[config.mk]
export PLATFORM = sky130hd
export DESIGN_NAME = pal_cvt
export DESIGN_NICKNAME = d
export VERILOG_FILES = /design/src/rtl/pal_cvt_pkg.sv /design/src/rtl/pal_cvt_decode.sv /design/src/rtl/pal_cvt_seq.sv /design/src/rtl/pal_cvt.sv
export SDC_FILE = /design/constraint.sdc
export NUM_CORES = 1
export LEC_CHECK = 0
export ABC_AREA = 1
export BUFFER_PORTS_ARGS = -buffer_cell sky130_fd_sc_hd__buf_4
export CORE_AREA = 2 2 102 74
export DETAILED_ROUTE_END_ITERATION = 16
export DIE_AREA = 0 0 104 76
export HOLD_SLACK_MARGIN = 0.15
export SYNTH_ARGS = -nofsm -noshare
export SYNTH_HDL_FRONTEND = slang
export SYNTH_SLANG_ARGS = --single-unit
[constraint.sdc]
create_clock -name clk_i -period 2.3 [get_ports clk_i]
set_input_delay 0.46 -clock clk_i [delete_from_list [all_inputs] [get_ports clk_i]]
set_output_delay 0.46 -clock clk_i [all_outputs]
set_load 0.005 [all_outputs]
[src/rtl/pal_cvt_pkg.sv]
package pal_cvt_pkg;
  localparam int MAX_ENTRIES = 256;
  localparam int IDX_W       = $clog2(MAX_ENTRIES);
  localparam int CNT_W       = IDX_W + 1;
  localparam int WORD_W      = 32;
  localparam int DEPTH_W     = 4;

  typedef enum logic [1:0] {
    FMT_565   = 2'd0,
    FMT_565T  = 2'd1,
    FMT_666T  = 2'd2,
    FMT_888T  = 2'd3
  } pal_fmt_e;

  localparam logic [DEPTH_W-1:0] DEPTH_2B = 4'd1;
  localparam logic [DEPTH_W-1:0] DEPTH_4B = 4'd2;
  localparam logic [DEPTH_W-1:0] DEPTH_8B = 4'd3;

  typedef struct packed {
    logic       trans;
    logic [7:0] r;
    logic [7:0] g;
    logic [7:0] b;
  } pal_entry_t;

  // zero means no conversion for this depth
  function automatic logic [CNT_W-1:0] entries_for(input logic [DEPTH_W-1:0] d);
    case (d)
      DEPTH_2B: entries_for = CNT_W'(4);
      DEPTH_4B: entries_for = CNT_W'(16);
      DEPTH_8B: entries_for = CNT_W'(256);
      default:  entries_for = '0;
    endcase
  endfunction
endpackage

[src/rtl/pal_cvt_decode.sv]
module pal_cvt_decode
  import pal_cvt_pkg::*;
(
  input  logic [WORD_W-1:0] word_i,
  input  pal_fmt_e          fmt_i,
  input  logic              mono_i,
  output pal_entry_t        entry_o
);
  logic [7:0] r, g, b;
  logic       t;

  always_comb begin
    case (fmt_i)
      FMT_565: begin
        r = {word_i[15:11], 3'b000};
        g = {word_i[10:5],  2'b00};
        b = {word_i[4:0],   3'b000};
        t = 1'b0;
      end
      FMT_565T: begin
        r = {word_i[23:19], 3'b000};
        g = {word_i[15:10], 2'b00};
        b = {word_i[7:3],   3'b000};
        t = word_i[24];
      end
      FMT_666T: begin
        r = {word_i[23:18], 2'b00};
        g = {word_i[15:10], 2'b00};
        b = {word_i[7:2],   2'b00};
        t = word_i[24];
      end
      default: begin
        r = word_i[23:16];
        g = word_i[15:8];
        b = word_i[7:0];
        t = word_i[24];
      end
    endcase
    entry_o.trans = t;
    if (mono_i) begin
      entry_o.r = word_i[7:0];
      entry_o.g = word_i[7:0];
      entry_o.b = word_i[7:0];
    end else begin
      entry_o.r = r;
      entry_o.g = g;
      entry_o.b = b;
    end
  end
endmodule

[src/rtl/pal_cvt_seq.sv]
module pal_cvt_seq
  import pal_cvt_pkg::*;
(
  input  logic               clk_i,
  input  logic               rst_ni,
  input  logic               start_i,
  input  logic [DEPTH_W-1:0] depth_i,
  input  logic [1:0]         fmt_i,
  input  logic               mono_i,
  input  logic               in_valid_i,
  output logic               in_ready_o,
  output logic               acc_o,
  output logic [IDX_W-1:0]   acc_idx_o,
  output logic               acc_last_o,
  output logic [CNT_W-1:0]   cnt_o,
  output pal_fmt_e           fmt_o,
  output logic               mono_o
);
  logic               busy_q, armed_q, mono_q;
  logic [IDX_W-1:0]   idx_q;
  logic [CNT_W-1:0]   cnt_q;
  pal_fmt_e           fmt_q;
  logic [CNT_W-1:0]   start_cnt;
  logic               start_ok, restart, last;

  assign start_cnt  = entries_for(depth_i);
  assign start_ok   = start_i && (start_cnt != '0);
  assign restart    = armed_q && !start_i && (fmt_i != fmt_q);
  assign in_ready_o = busy_q && !start_i && !restart;
  assign acc_o      = in_ready_o && in_valid_i;
  assign last       = ({1'b0, idx_q} == (cnt_q - 1'b1));

  always_ff @(posedge clk_i or negedge rst_ni) begin
    if (!rst_ni) begin
      busy_q  <= 1'b0;
      armed_q <= 1'b0;
      mono_q  <= 1'b0;
      idx_q   <= '0;
      cnt_q   <= '0;
      fmt_q   <= FMT_565;
    end else if (start_i) begin
      busy_q  <= start_ok;
      armed_q <= start_ok;
      idx_q   <= '0;
      if (start_ok) begin
        cnt_q  <= start_cnt;
        fmt_q  <= pal_fmt_e'(fmt_i);
        mono_q <= mono_i;
      end
    end else if (restart) begin
      // new format invalidates every entry written so far
      busy_q <= 1'b1;
      idx_q  <= '0;
      fmt_q  <= pal_fmt_e'(fmt_i);
    end else if (acc_o) begin
      idx_q <= idx_q + 1'b1;
      if (last) busy_q <= 1'b0;
    end
  end

  assign acc_idx_o  = idx_q;
  assign acc_last_o = last;
  assign cnt_o      = cnt_q;
  assign fmt_o      = fmt_q;
  assign mono_o     = mono_q;

  assert_bad_depth_idle_R1: assert property (@(posedge clk_i) disable iff (!rst_ni)
    (start_i && !start_ok) |=> !in_ready_o);

  assert_ascending_R7: assert property (@(posedge clk_i) disable iff (!rst_ni)
    (acc_o && !acc_last_o) |=> (acc_idx_o == $past(acc_idx_o) + 1'b1));

  assert_ready_drop_R8: assert property (@(posedge clk_i) disable iff (!rst_ni)
    (acc_o && acc_last_o && !$changed(fmt_i)) |=> (!in_ready_o || start_i || restart));

  assert_restart_zero_R9: assert property (@(posedge clk_i) disable iff (!rst_ni)
    restart |=> (acc_idx_o == '0 && in_ready_o == (!start_i && fmt_i == fmt_o)));
endmodule

[src/rtl/pal_cvt.sv]
module pal_cvt
  import pal_cvt_pkg::*;
(
  input  logic               clk_i,
  input  logic               rst_ni,
  input  logic               start_i,
  input  logic [DEPTH_W-1:0] depth_i,
  input  logic [1:0]         fmt_i,
  input  logic               mono_i,
  input  logic               in_valid_i,
  output logic               in_ready_o,
  input  logic [WORD_W-1:0]  in_word_i,
  output logic               wr_en_o,
  output logic [IDX_W-1:0]   wr_idx_o,
  output logic [23:0]        wr_rgb_o,
  output logic               wr_trans_o,
  output logic               done_o
);
  logic             acc, acc_last, mono_q;
  logic [IDX_W-1:0] acc_idx;
  logic [CNT_W-1:0] cnt;
  pal_fmt_e         fmt_q;
  pal_entry_t       entry;

  logic             wr_en_q, wr_last_q, done_q, wr_trans_q;
  logic [IDX_W-1:0] wr_idx_q;
  logic [23:0]      wr_rgb_q;

  pal_cvt_seq u_seq (
    .clk_i      (clk_i),
    .rst_ni     (rst_ni),
    .start_i    (start_i),
    .depth_i    (depth_i),
    .fmt_i      (fmt_i),
    .mono_i     (mono_i),
    .in_valid_i (in_valid_i),
    .in_ready_o (in_ready_o),
    .acc_o      (acc),
    .acc_idx_o  (acc_idx),
    .acc_last_o (acc_last),
    .cnt_o      (cnt),
    .fmt_o      (fmt_q),
    .mono_o     (mono_q)
  );

  pal_cvt_decode u_dec (
    .word_i  (in_word_i),
    .fmt_i   (fmt_q),
    .mono_i  (mono_q),
    .entry_o (entry)
  );

  always_ff @(posedge clk_i or negedge rst_ni) begin
    if (!rst_ni) begin
      wr_en_q    <= 1'b0;
      wr_last_q  <= 1'b0;
      done_q     <= 1'b0;
      wr_idx_q   <= '0;
      wr_rgb_q   <= '0;
      wr_trans_q <= 1'b0;
    end else begin
      wr_en_q   <= acc;
      wr_last_q <= acc && acc_last;
      done_q    <= wr_last_q;
      if (acc) begin
        wr_idx_q   <= acc_idx;
        wr_rgb_q   <= {entry.r, entry.g, entry.b};
        wr_trans_q <= entry.trans;
      end
    end
  end

  assign wr_en_o    = wr_en_q;
  assign wr_idx_o   = wr_idx_q;
  assign wr_rgb_o   = wr_rgb_q;
  assign wr_trans_o = wr_trans_q;
  assign done_o     = done_q;

  assert_fmt0_opaque_R2: assert property (@(posedge clk_i) disable iff (!rst_ni)
    (acc && fmt_q == FMT_565) |=> !wr_trans_o);

  assert_grey_equal_R6: assert property (@(posedge clk_i) disable iff (!rst_ni)
    (acc && mono_q) |=> (wr_rgb_o[23:16] == wr_rgb_o[15:8] && wr_rgb_o[15:8] == wr_rgb_o[7:0]));

  assert_idx_in_range_R7: assert property (@(posedge clk_i) disable iff (!rst_ni)
    acc |=> ({1'b0, wr_idx_o} < $past(cnt)));

  assert_done_after_last_R8: assert property (@(posedge clk_i) disable iff (!rst_ni)
    (wr_en_o && wr_last_q) |=> done_o);

  assert_done_single_R8: assert property (@(posedge clk_i) disable iff (!rst_ni)
    done_o |=> !done_o);
endmodule

* Word level (Yosys, flattened, before mapping)
Index checks and enable logic that the tools add are counted.
Cells by class: add/subtract/negate cells 2, equality and inequality tests 8, muxes and demuxes 16, reduce and logical (&&, ||, !) cells 18
Operators with widths (count):
- case mux 8 bit (3 select lines) | 2
- case mux 9 bit (3 select lines) | 1
- two-way mux 24 bit | 1
- two-way mux 8 bit | 3
- case mux 8 bit (2 select lines) | 1
- == test 8 x 9 -> 1 bit | 1
- nonzero test 9 bit | 1
- subtractor 9 x 1 -> 9 bit, second input constant | 1
- adder 8 x 1 -> 8 bit, second input constant | 1
- == test 4 x 2 -> 1 bit, second input constant | 2
- logical AND 1 bit | 7
- two-way mux 2 bit | 3
- AND reduction 2 bit | 3
- nonzero test 3 bit | 2
- two-way mux 1 bit | 5
- == test 4 x 1 -> 1 bit, second input constant | 1
- == test 2 x 1 -> 1 bit, second input constant | 1
- == test 2 bit, second input constant | 1
- logical NOT 1 bit | 2
- logical NOT 2 bit | 1
- inequality test 2 x 1 -> 1 bit, second input constant | 1
- inequality test 2 bit | 1
- nonzero test 2 bit | 1
- OR reduction 2 bit | 1
Storage, ports and cells: register bits after elaboration 58, input bits 43, output and inout port bits 36, logic and storage cells 56

* Depth between registers and ports, before layout
depth after elaboration 9, gate-level depth with buffers 11, mapped depth without buffers 10

* Modules after synthesis
A second synthesis with hierarchy kept.
Second synthesis, totals: cell total of the unflattened synthesis 418, area total of the unflattened synthesis 3019.1 µm²
Modules (own cells, without submodules):
- pal_cvt | times used 1, cells an instance 145, area each 1387.6 µm²
- pal_cvt_seq | times used 1, cells an instance 163, area each 1111.1 µm²
- pal_cvt_decode | times used 1, cells an instance 110, area each 520.5 µm²

* Worst setup path after synthesis
OpenSTA, ideal clock, no wires.
path type flip-flop to flip-flop, start register u_seq.fmt_q[0] (netlist: u_seq.fmt_o[0]), end register wr_rgb_q[12] (netlist: wr_rgb_o[12]), setup time 116 ps, data arrival time 1376 ps, setup slack 808 ps, stages on the path, launching flop included 9, buffers on the path 1, period minus slack after synthesis 1492 ps, path through dfrtp_1 > inv_1 > ha_1 > or2_2 > clkbuf_1 > nand3_1 > nand3_1 > nand2_1 > nand2_1
On the way: word-level cells in the longest chain between the ends 5, elaborated cells between the ends (all ways) 11, those cells by class 3 x eq/ne; 2 x mux; 6 x reduce/logical
RTL lines:
- from (decl) | line pal_cvt_seq.sv:22 | pal_fmt_e fmt_q;
- from (signal assigned) | line pal_cvt_seq.sv:47 | fmt_q <= pal_fmt_e'(fmt_i);
- from (signal assigned) | line pal_cvt_seq.sv:54 | fmt_q <= pal_fmt_e'(fmt_i);
- branches (longest 5 deep; another with two-way mux 24 bit)
- to (signal assigned) | line pal_cvt.sv:67 | wr_rgb_q <= {entry.r, entry.g, entry.b};
- to (decl) | line pal_cvt.sv:27 | logic [23:0] wr_rgb_q;
Several ways; the timed one is not identified. A chain may end at the register's enable or synchronous reset.

* Final worst setup path
start register u_seq.fmt_q[0] (netlist: u_seq.fmt_o[0]), end output in_ready_o
On the way: word-level cells in the longest chain between the ends 4
RTL lines:
- inequality test 2 bit | line pal_cvt_seq.sv:28 | assign restart = armed_q && !start_i && (fmt_i != fmt_q);
- logical AND 1 bit | line pal_cvt_seq.sv:28
- logical NOT 1 bit | line pal_cvt_seq.sv:29 | assign in_ready_o = busy_q && !start_i && !restart;
- logical AND 1 bit | line pal_cvt_seq.sv:29
- to (decl) | line pal_cvt.sv:11 | output logic in_ready_o,
No other way between the ends.

==> metrics <==
H-tree depth=2; CP required=1.84 ns; Post-Route WL=a little under 7 mm; CTS tree=done; number of DRC markers in iteration 0=about 120; outcome=completed; P&R area growth vs syn=25.8%; Remaining Overflow, GRT=0; Antenna diodes=0; Max Cap Viol=0; root buffer cell=clkbuf_8; # IOs=79; DRC errors left=0; Die ar.=between 7000 and 8000 µm²; ys async rst share=1.00; #FFs+latches synth=52; Critical Path Max Stage Delay=0.44 ns; WP data arrival=approximately 1.6 ns; Post-CTS Setup Inserts=0; Die Wd=104 µm; endpoints failing setup=0; core area=about 7000 µm²; path type of the worst setup path=flip-flop to output pin; Final nets=480; Reg clk slew, reported paths=about 0.090 ns; Post-synth EDFFs=0; Longest Clk Path Bufs=2; Worst setup EP type=output pin; Die Height=around 76 µm; Max FO, Critical Path=10; part of the cycle the worst path needs=0.880; Filler Cells Inserted=724; critical path cell sequence=inv_1 > nand2_1 > nand2_1 > nand2_1 > nand2_2 > inv_1 > nor2_1 > buf_4; Hold Path Class=primary input to async pin; Worst slew margin=0.564; Mean Syn Cell Area=between 7 and 8 µm²; Slew Limit Fails=0; Final TNS setup=0 ns; Syn Nets=a little over 400; Tot GR Track Use=0.177; synthesized instance count=roughly 360; most frequent cell on the critical path=nand2_1; final core utilization=0.485; f_max=roughly 490 MHz; # rows=26; share of the yosys chip area belonging to registers=0.480; final RePlAce weighted congestion=between 0.8 and 0.9; Slowest-stage cell, CP=dfrtp_1; Ys Warns=0; vias in the first global route=~2300; Critical Path Start Type=flip-flop; vias per inst=4.73; post-DR wirelength/cell=approximately 13 µm; commonest cells after routing, fill and taps aside=nand2_1 (130), buf_4 (76), dfrtp_1 (52), nand3_1 (43), inv_1 (38); Max VDD drop=between 0.2 and 0.3 mV; total CTS buffers=5; Hold Buf Count CTS=0; Tmin final=roughly 2.0 ns; Cell variety after synth=26; Lkg Pwr=between 1.5 and 2 nW; Synth Flop Type=dfrtp_1; clock sink count=52; most common cell after layout, fill and taps aside=nand2_1; Worst Skew=around 0.0088 ns; DR pass1 iterations=4; PortBufs=between 70 and 80; clock insertion delay at the later pin of the skew report=about 0.30 ns; antenna violations before repair=0; PD cells=~810 nW/µm²; worst-margin pin slew=0.655 ns; Initial Util=0.386; first-pass GRT wire length=between 10 and 15 mm; Mapped Area=roughly 2700 µm²; unrepaired setup endpoints after global routing=no; pin count of the biggest net entering global routing=between 50 and 60; DP Wirelength=5.03 mm; share of cells above drive strength 1=0.209; DR vias=~2500; final hold violations=0; DRT antenna net count=0; Resized cells post-CTS=0
-- logic make-up (layout without fill, tap and decap cells) --
| kind of cell | count (synthesis) | count (layout) | share of synthesized area |
|---|---|---|---|
| AND/OR/NAND/NOR | 201 | 201 | 0.307 |
| buffers and inverters | 53 | 123 | 0.0835 |
| flip-flops | 52 | 52 | 0.480 |
| AO/OA/AOI/OAI | 48 | 48 | 0.0983 |
| adder cells (fa/ha/maj) | 6 | 6 | 0.0277 |
| XOR/XNOR | 1 | 1 | 0.00323 |
-- area by class of cell --
cell class,instances,area (µm²),share of cell area
Clock inverter,1,5.00,0.00147
Timing Repair Buffer,76,571,0.167
Tap cell,98,123,0.0360
Multi-Input combinational cell,256,1190,0.348
Clock buffer,6,72.6,0.0213
Inverter,40,150,0.0440
Sequential cell,52,1300,0.382
-- synth_stat cells (3+ instances only) --
master	count	area (µm²)
dfrtp_1	52	1300
a22oi_1	5	37.5
o21ai_0	22	110
a21oi_1	4	20.0
nand3_1	44	220
o22ai_1	3	18.8
o21ai_1	10	50.1
buf_2	4	20.0
nand2_1	130	488
clkbuf_1	5	18.8
ha_1	6	75.1
inv_1	38	143
nor2_1	19	71.3
nand4_1	3	18.8
-- critical path, delay by kind of cell (launching register included) --
kind | cells | cell delay, ns
and+or+nand+nor | 5 | 0.46
buffers and inverters | 3 | 0.35
DFF | 1 | 0.44
-- state kept, by name, summed over array words and instances, names as in the netlist --
register / cells
wr_rgb_o: 24
u_seq.acc_idx_o: 8
wr_idx_o: 8
u_seq.cnt_o: 3
u_seq.fmt_o: 2
done_o: 1
u_seq.armed_q: 1
u_seq.busy_q: 1
u_seq.mono_o: 1
wr_en_o: 1
wr_last_q: 1
wr_trans_o: 1
-- through the flow --
step / cells / hold WS [ns] / cell area (µm²) / worst slack, ns / power (mW)
detailed placement: 522 / 0.352 / 3330 / 0.530 / 2.29
global route: 529 / 0.243 / 3410 / 0.123 / 2.99
global placement: 522 / 0.351 / 3330 / 0.524 / 2.28
CTS: 529 / 0.210 / 3410 / 0.239 / 2.80
finish: 529 / 0.183 / 3410 / 0.275 / 2.76
floorplan: 361 / 0.164 / 2710 / 0.808 / 1.77
-- worst paths after layout --
kind / start / end / slack, ns / cells past startpoint
setup reg to reg: u_seq.fmt_o[0] / u_seq.acc_idx_o[6] / 0.61 / 10
hold reg to reg: wr_last_q / done_o / 0.37 / 0
max in group asynchronous: rst_ni / wr_rgb_o[19] / 1.68 / 1
setup / recovery: u_seq.fmt_o[0] / in_ready_o / 0.28 / 8
hold / removal: rst_ni / u_seq.acc_idx_o[7] / 0.18 / 1
min in group clk_i: mono_i / u_seq.mono_o / 0.37 / 3
-- power by group --
part / leakage, nW / total, mW / switching [mW] / internal (mW)
Clock: 0.0410 / 0.495 / 0.287 / 0.208
Combinational: 1.14 / 0.982 / 0.495 / 0.487
Sequential: 0.683 / 1.28 / 0.147 / 1.13
Total: 1.86 / 2.76 / 0.929 / 1.83
-- per-layer routing --
metal  global-route usage  vias up  wire length (µm)
met3               0.0385        5               378
met2                0.264       50              2940
li1                     -     1295                 -
met5                    0        -                 0
met1                0.265     1154              3420
met4               0.0324        0                35
(Power assumes the default switching activity.)
